===== src/rtl/pix_txq_pkg.sv =====
package pix_txq_pkg;
  typedef enum logic [1:0] {
    SEL_DATA   = 2'd0,
    SEL_DMACTL = 2'd1,
    SEL_INTEN  = 2'd2,
    SEL_STATUS = 2'd3
  } reg_sel_e;

  localparam int BIT_DMA_EN = 5;
  localparam int BIT_GLB_EN = 5;
  localparam int BIT_OVF    = 2;
  localparam int BIT_CPU    = 1;
  localparam int BIT_FIN    = 0;
  localparam int LVL_LSB    = 10;
endpackage


===== src/rtl/pix_txq_store.sv =====
module pix_txq_store #(
  parameter int DW    = 32,
  parameter int DEPTH = 32,
  localparam int AW   = $clog2(DEPTH),
  localparam int CW   = AW + 1
) (
  input  logic          clk,
  input  logic          rst,
  input  logic          push,
  input  logic [DW-1:0] wdata,
  input  logic          pop,
  output logic [DW-1:0] rdata,
  output logic          rvalid,
  output logic [CW-1:0] count,
  output logic          drop
);
  logic [DW-1:0] mem [DEPTH];
  logic [AW-1:0] wptr, rptr;
  logic          full, empty, push_ok, pop_ok;

  assign full    = (count == CW'(DEPTH));
  assign empty   = (count == '0);
  assign push_ok = push && !full;
  assign pop_ok  = pop && !empty;
  assign drop    = push && full;

  always_ff @(posedge clk) begin
    if (push_ok) mem[wptr] <= wdata;
  end

  always_ff @(posedge clk) begin
    if (pop_ok) rdata <= mem[rptr];
  end

  always_ff @(posedge clk) begin
    if (rst) begin
      wptr   <= '0;
      rptr   <= '0;
      count  <= '0;
      rvalid <= 1'b0;
    end else begin
      rvalid <= pop_ok;
      if (push_ok) wptr <= (wptr == AW'(DEPTH - 1)) ? '0 : wptr + 1'b1;
      if (pop_ok)  rptr <= (rptr == AW'(DEPTH - 1)) ? '0 : rptr + 1'b1;
      case ({push_ok, pop_ok})
        2'b10:   count <= count + 1'b1;
        2'b01:   count <= count - 1'b1;
        default: count <= count;
      endcase
    end
  end
endmodule


===== src/rtl/pix_txq_trig.sv =====
module pix_txq_trig #(
  parameter int DEPTH = 32,
  localparam int AW   = $clog2(DEPTH),
  localparam int CW   = AW + 1
) (
  input  logic          clk,
  input  logic          rst,
  input  logic [CW-1:0] count,
  input  logic [AW-1:0] trig,
  input  logic          dma_en,
  output logic          space_ok,
  output logic          dma_req
);
  logic [CW-1:0] free;

  assign free     = CW'(DEPTH) - count;
  assign space_ok = (CW'(trig) <= free);

  always_ff @(posedge clk) begin
    if (rst) dma_req <= 1'b0;
    else     dma_req <= dma_en && space_ok;
  end
endmodule


===== src/rtl/pix_txq_regs.sv =====
module pix_txq_regs
  import pix_txq_pkg::*;
#(
  parameter int DEPTH = 32,
  parameter int RW    = 32,
  localparam int AW   = $clog2(DEPTH),
  localparam int CW   = AW + 1
) (
  input  logic          clk,
  input  logic          rst,
  input  logic          wr,
  input  logic [1:0]    sel,
  input  logic [5:0]    wbits,
  input  logic [CW-1:0] count,
  input  logic          space_ok,
  input  logic          push_drop,
  input  logic          done_pulse,
  output logic [RW-1:0] rdata,
  output logic          irq,
  output logic          dma_en,
  output logic [AW-1:0] trig,
  output logic          glb_en,
  output logic          fin_flag,
  output logic          cpu_flag,
  output logic          ovf_flag
);
  logic       en_ovf, en_cpu, en_fin;
  logic       wr_dma, wr_ien, wr_sts;
  logic [RW-1:0] sts_val, dma_val, ien_val;

  assign wr_dma = wr && (sel == SEL_DMACTL);
  assign wr_ien = wr && (sel == SEL_INTEN);
  assign wr_sts = wr && (sel == SEL_STATUS);

  always_ff @(posedge clk) begin
    if (rst) begin
      dma_en <= 1'b0;
      trig   <= AW'(DEPTH / 2);
      glb_en <= 1'b0;
      en_ovf <= 1'b0;
      en_cpu <= 1'b0;
      en_fin <= 1'b0;
    end else begin
      if (wr_dma) begin
        dma_en <= wbits[BIT_DMA_EN];
        trig   <= wbits[AW-1:0];
      end
      if (wr_ien) begin
        glb_en <= wbits[BIT_GLB_EN];
        en_ovf <= wbits[BIT_OVF];
        en_cpu <= wbits[BIT_CPU];
        en_fin <= wbits[BIT_FIN];
      end
    end
  end

  always_ff @(posedge clk) begin
    if (rst) begin
      fin_flag <= 1'b0;
      cpu_flag <= 1'b0;
      ovf_flag <= 1'b0;
    end else begin
      if (done_pulse)                    fin_flag <= 1'b1;
      else if (wr_sts && wbits[BIT_FIN]) fin_flag <= 1'b0;
      if (space_ok && !dma_en)           cpu_flag <= 1'b1;
      else if (wr_sts && wbits[BIT_CPU]) cpu_flag <= 1'b0;
      if (push_drop)                     ovf_flag <= 1'b1;
      else if (wr_sts && wbits[BIT_OVF]) ovf_flag <= 1'b0;
    end
  end

  always_ff @(posedge clk) begin
    if (rst) irq <= 1'b0;
    else     irq <= glb_en && ((ovf_flag && en_ovf) || (cpu_flag && en_cpu) ||
                               (fin_flag && en_fin));
  end

  always_comb begin
    sts_val = '0;
    sts_val[LVL_LSB +: CW] = count;
    sts_val[BIT_OVF] = ovf_flag;
    sts_val[BIT_CPU] = cpu_flag;
    sts_val[BIT_FIN] = fin_flag;
    dma_val = '0;
    dma_val[BIT_DMA_EN] = dma_en;
    dma_val[AW-1:0] = trig;
    ien_val = '0;
    ien_val[BIT_GLB_EN] = glb_en;
    ien_val[BIT_OVF] = en_ovf;
    ien_val[BIT_CPU] = en_cpu;
    ien_val[BIT_FIN] = en_fin;
  end

  always_ff @(posedge clk) begin
    if (rst) rdata <= '0;
    else begin
      case (sel)
        SEL_DMACTL: rdata <= dma_val;
        SEL_INTEN:  rdata <= ien_val;
        SEL_STATUS: rdata <= sts_val;
        default:    rdata <= '0;
      endcase
    end
  end
endmodule


===== src/rtl/pix_txq.sv =====
module pix_txq #(
  parameter int DEPTH = 32,
  parameter int DW    = 32,
  localparam int AW   = $clog2(DEPTH),
  localparam int CW   = AW + 1
) (
  input  logic          clk,
  input  logic          rst,
  input  logic          reg_wr,
  input  logic [1:0]    reg_sel,
  input  logic [DW-1:0] reg_wdata,
  output logic [DW-1:0] reg_rdata,
  input  logic          enc_pop,
  output logic [DW-1:0] enc_data,
  output logic          enc_valid,
  input  logic          done_pulse,
  output logic [CW-1:0] fill_level,
  output logic          dma_req,
  output logic          irq
);
  logic          push, push_drop, space_ok;
  logic          dma_en, glb_en, fin_flag, cpu_flag, ovf_flag;
  logic [AW-1:0] trig;

  assign push = reg_wr && (reg_sel == pix_txq_pkg::SEL_DATA);

  pix_txq_store #(.DW(DW), .DEPTH(DEPTH)) u_store (
    .clk(clk), .rst(rst), .push(push), .wdata(reg_wdata), .pop(enc_pop),
    .rdata(enc_data), .rvalid(enc_valid), .count(fill_level), .drop(push_drop)
  );

  pix_txq_trig #(.DEPTH(DEPTH)) u_trig (
    .clk(clk), .rst(rst), .count(fill_level), .trig(trig), .dma_en(dma_en),
    .space_ok(space_ok), .dma_req(dma_req)
  );

  pix_txq_regs #(.DEPTH(DEPTH), .RW(DW)) u_regs (
    .clk(clk), .rst(rst), .wr(reg_wr), .sel(reg_sel), .wbits(reg_wdata[5:0]),
    .count(fill_level), .space_ok(space_ok), .push_drop(push_drop),
    .done_pulse(done_pulse), .rdata(reg_rdata), .irq(irq), .dma_en(dma_en),
    .trig(trig), .glb_en(glb_en), .fin_flag(fin_flag), .cpu_flag(cpu_flag),
    .ovf_flag(ovf_flag)
  );
endmodule


===== config.mk =====
export PLATFORM = sky130hd
export DESIGN_NAME = pix_txq
export DESIGN_NICKNAME = d
export VERILOG_FILES = /design/src/rtl/pix_txq_pkg.sv /design/src/rtl/pix_txq_store.sv /design/src/rtl/pix_txq_trig.sv /design/src/rtl/pix_txq_regs.sv /design/src/rtl/pix_txq.sv
export SDC_FILE = /design/constraint.sdc
export NUM_CORES = 1
export LEC_CHECK = 0
export BUFFER_PORTS_ARGS = -buffer_cell sky130_fd_sc_hd__buf_2
export CAP_MARGIN = 20
export CORE_ASPECT_RATIO = 0.8
export CORE_MARGIN = 1.5
export CORE_UTILIZATION = 51
export CTS_CLUSTER_DIAMETER = 100
export CTS_CLUSTER_SIZE = 25
export DETAILED_ROUTE_END_ITERATION = 6
export GPL_TIMING_DRIVEN = 0
export PLACE_DENSITY = 0.64
export SLEW_MARGIN = 20
export SYNTH_ARGS = -nofsm -noshare
export SYNTH_HDL_FRONTEND = slang
export SYNTH_SLANG_ARGS = --single-unit

===== constraint.sdc =====
create_clock -name clk -period 4.9 [get_ports clk]
set_input_delay 0.98 -clock clk [delete_from_list [all_inputs] [get_ports clk]]
set_output_delay 0.98 -clock clk [all_outputs]
set_load 0.01 [all_outputs]

==> results.md <==
* Status: finished, final reports clean
* Fraction of registers with async set/reset at 0%
* Top cell type's share of synthesized area at between 70 and 80%
* Critical Path Fanout Max at 28
* GR Util All Layers at 24.9%
* Area of the die at 84,500 sq um
* 1st-pass router iterations at 5
* Skew-Pair Late Insertion Delay at ~660 ps
* Initial antenna violation count at 0
* DRC violations left at 0
* Nets@finish at 2,297
* Crit path required time at 5430 ps
* CP peak stage delay at 500 ps
* CTS tree: yes
* Top post-synthesis cells by count: edfxtp_1 (1,056), mux4_2 (192), mux2i_1 (129), a21oi_1 (82), nor2_1 (55)
* Post_cts resized at 0
* CTS HTree Levels at 2
* Yosys Warn Count at 0
* Worst path slowest cell: or4b_1
* Minimum clock period at approximately 4300 ps
* Critical path arrival at between 4000 and 5000 ps
* Post-synth EDFFs at about 1,100
* Min-Delay Path Class: reg2reg
* IO Pins at approximately 110
* Final RePlAce weighted congestion at roughly 0.80
* P&R area growth vs syn at 11.5%
* Crit Path Category: reg2reg
* Die Span Y at between 200 and 300 um
* Main synth FF type: edfxtp_1
* Pin count of the biggest net entering global routing at 36
* CP Launch Type: flop
* Post-place setup slack at around 700 ps
* Syn Std Cell Area at about 42,000 sq um
* Grt ovf at 0
* Largest cells by area after synthesis: edfxtp_1 (75%), mux4_2 (10%), mux2i_1 (3.1%)
* Initial DRC Count at about 2,800
* Initial Util at around 51%
* Max Freq at around 240 MHz
* Worst-path clk slew at 100 ps
* Die X at about 320 um
* Avg Cell Area, Syn at ~21 sq um
* Vias in the first global route at between 20,000 and 25,000
* Core ar. at slightly above 80,000 sq um
* Fin crit share at about 87%
* Leakage Power at about 14 nW
* Relative slew slack at 22.4%
* Root buf cell: clkbuf_16
* Non-Filler Instances at approximately 3,400
* Fin. max-slew vios at 0
* N_diodes at 0
* Most frequent CP cell: ha_1
* Final setup viols at 0
* Worst VDD drop at between 0.2 and 0.3 mV
* Slew @ Worst Pin at between 1000 and 1500 ps
* Post-DP HPWL at ~71,000 um
* CP Capture Type: flop
* Sequential fraction of the synthesis area at between 70% and 80%
* Rows at between 90 and 100
* Wirelength, routed at around 100,000 um
* First-pass GRT wire length at ~150,000 um
* Total number of vias at 21,100
* Ratio of cells with drive above 1 in the final layout at a little under a quarter
* Cell Count Post-Placement at about 3,300
* Post-CTS Repair Setup Buffers at 0
* Mapped Cells at between 2,000 and 2,500
* Post-DR vias/cell at ~6.3
* Clk_skew at about 38 ps
* Critical path, cell by cell: inv_1 > ha_1 > or4b_1 > o21ai_1 > buf_2 > inv_4 > buf_16 > ha_1 > ha_1 > a21o_1 > a21oi_1 > o311ai_0 > xnor2_1 > nor2_1
* Post-DRT Antenna Nets at 0
* Pwr dens at 387 nW/um^2
* RSZ-0062 raised after global routing: no
* Reg2Reg Setup Slack at 650 ps
* Final hold violation count at 0
* Worst setup margin at around 650 ps
* Yosys top cell by area: edfxtp_1
* FF+latch count, synth at ~1,100
* Top-count cell post-synth: edfxtp_1
* Wirelength per Cell at between 30 and 40 um
* CTS Buffer Depth at 3
* Sink Count at around 1,100
* Cts hold-fix bufs at 0
* Library cells used by synthesis at 58
* CTS buffer count at slightly below 50
* Port Buffers at 90
* Final core area utilization at roughly 57%
* Max-cap viol count at 0
state kept, by name, indices dropped and copies added (netlist names):
signal / flops
u_store.mem: 1024
u_store.rdata: 32
u_regs.rdata: 12
u_store.count: 6
u_regs.trig: 5
u_store.rptr: 5
u_store.wptr: 5
u_regs.cpu_flag: 1
u_regs.dma_en: 1
u_regs.en_cpu: 1
u_regs.en_fin: 1
u_regs.en_ovf: 1
u_regs.fin_flag: 1
u_regs.glb_en: 1
u_regs.irq: 1
u_regs.ovf_flag: 1
u_store.rvalid: 1
u_trig.dma_req: 1
worst max-delay path: cells and delay by family (launching register included):
family | cells | cell delay [ps]
flip-flops | 1 | 420
adder cells (fa/ha/maj) | 3 | 930
buffers and inverters | 4 | 870
AND/OR/NAND/NOR | 2 | 560
AO/OA/AOI/OAI | 4 | 1150
XOR/XNOR | 1 | 180
cells by family after synthesis:
logic type                 count (synthesis)  synth area share, %
buffers and inverters                    144                 1.92
DFF                                     1100                 77.2
other                                      1              0.00888
adders and majority gates                 19                0.581
muxes                                    324                 13.4
and+or+nand+nor                          152                 1.82
xor gates and xnor gates                   9                0.187
AOI/OAI and AO/OA                        276                 4.90
worst paths after layout:
| path | endpoint | depth (start not counted) | startpoint |
|---|---|---|---|
| setup reg to reg | u_store.count[5]$_SDFFE_PP0P_ | 14 | u_store.count[0]$_SDFFE_PP0P_ |
| setup / recovery | u_store.count[5]$_SDFFE_PP0P_ | 14 | u_store.count[0]$_SDFFE_PP0P_ |
| hold / removal | u_regs.en_ovf$_SDFFE_PP0P_ | 2 | u_regs.en_ovf$_SDFFE_PP0P_ |
| hold reg to reg | u_regs.en_ovf$_SDFFE_PP0P_ | 2 | u_regs.en_ovf$_SDFFE_PP0P_ |
routing by layer:
| metal | track usage, % | part of all wire (%) | wire length [um] |
|---|---|---|---|
| met4 | 5.40 | 2.0 | 2060 |
| met1 | 37.4 | 43 | 44800 |
| met5 | 0 | 0 | 0 |
| met3 | 4.02 | 8.5 | 8870 |
| met2 | 39.0 | 47 | 49100 |
power breakdown:
part | internal [W] | switching (W)
combinational | 0.00118 | 0.00170
clock | 0.00193 | 0.00275
sequential | 0.0105 | 0.0000898
layout by cell type (no fill, tap or decap), drive strengths merged, types with 16 or more instances in the layout:
master   netlist  layout
mux4         192     192
mux2i        129     129
nand3         16      16
dfxtp         44      44
a22o          24      24
edfxtp      1056    1056
nor2          55      55
buf           80     224
a2111oi       24      24
o221ai        32      32
conb           1      20
o22ai         31      31
ha            18      18
a21oi         82      82
clkbuf        53     125
nand2         29      29
a22oi         49      49
stage by stage:
stage               instance area [sq um]  TNS [ps]  total power, W  hold WS [ps]
global route                        47100         0          0.0188           519
CTS                                 47100         0          0.0183           493
floorplan                           42300         0          0.0127           445
global placement                    44100   -794260          0.0136           457
detailed placement                  45700         0          0.0137           480
finish                              47100         0          0.0182           492
layout make-up:
type / instances / area, sq um
Inverter: 11 / 46.3
Tap cell: 1104 / 1380
Clock inverter: 1 / 8.76
Sequential cell: 1100 / 32600
Buffer: 133 / 767
Timing Repair Buffer: 144 / 1810
Multi-Input combinational cell: 800 / 9130
Clock buffer: 72 / 1360
Fill cell: 6106 / 35000
(Power assumes the default switching activity.)
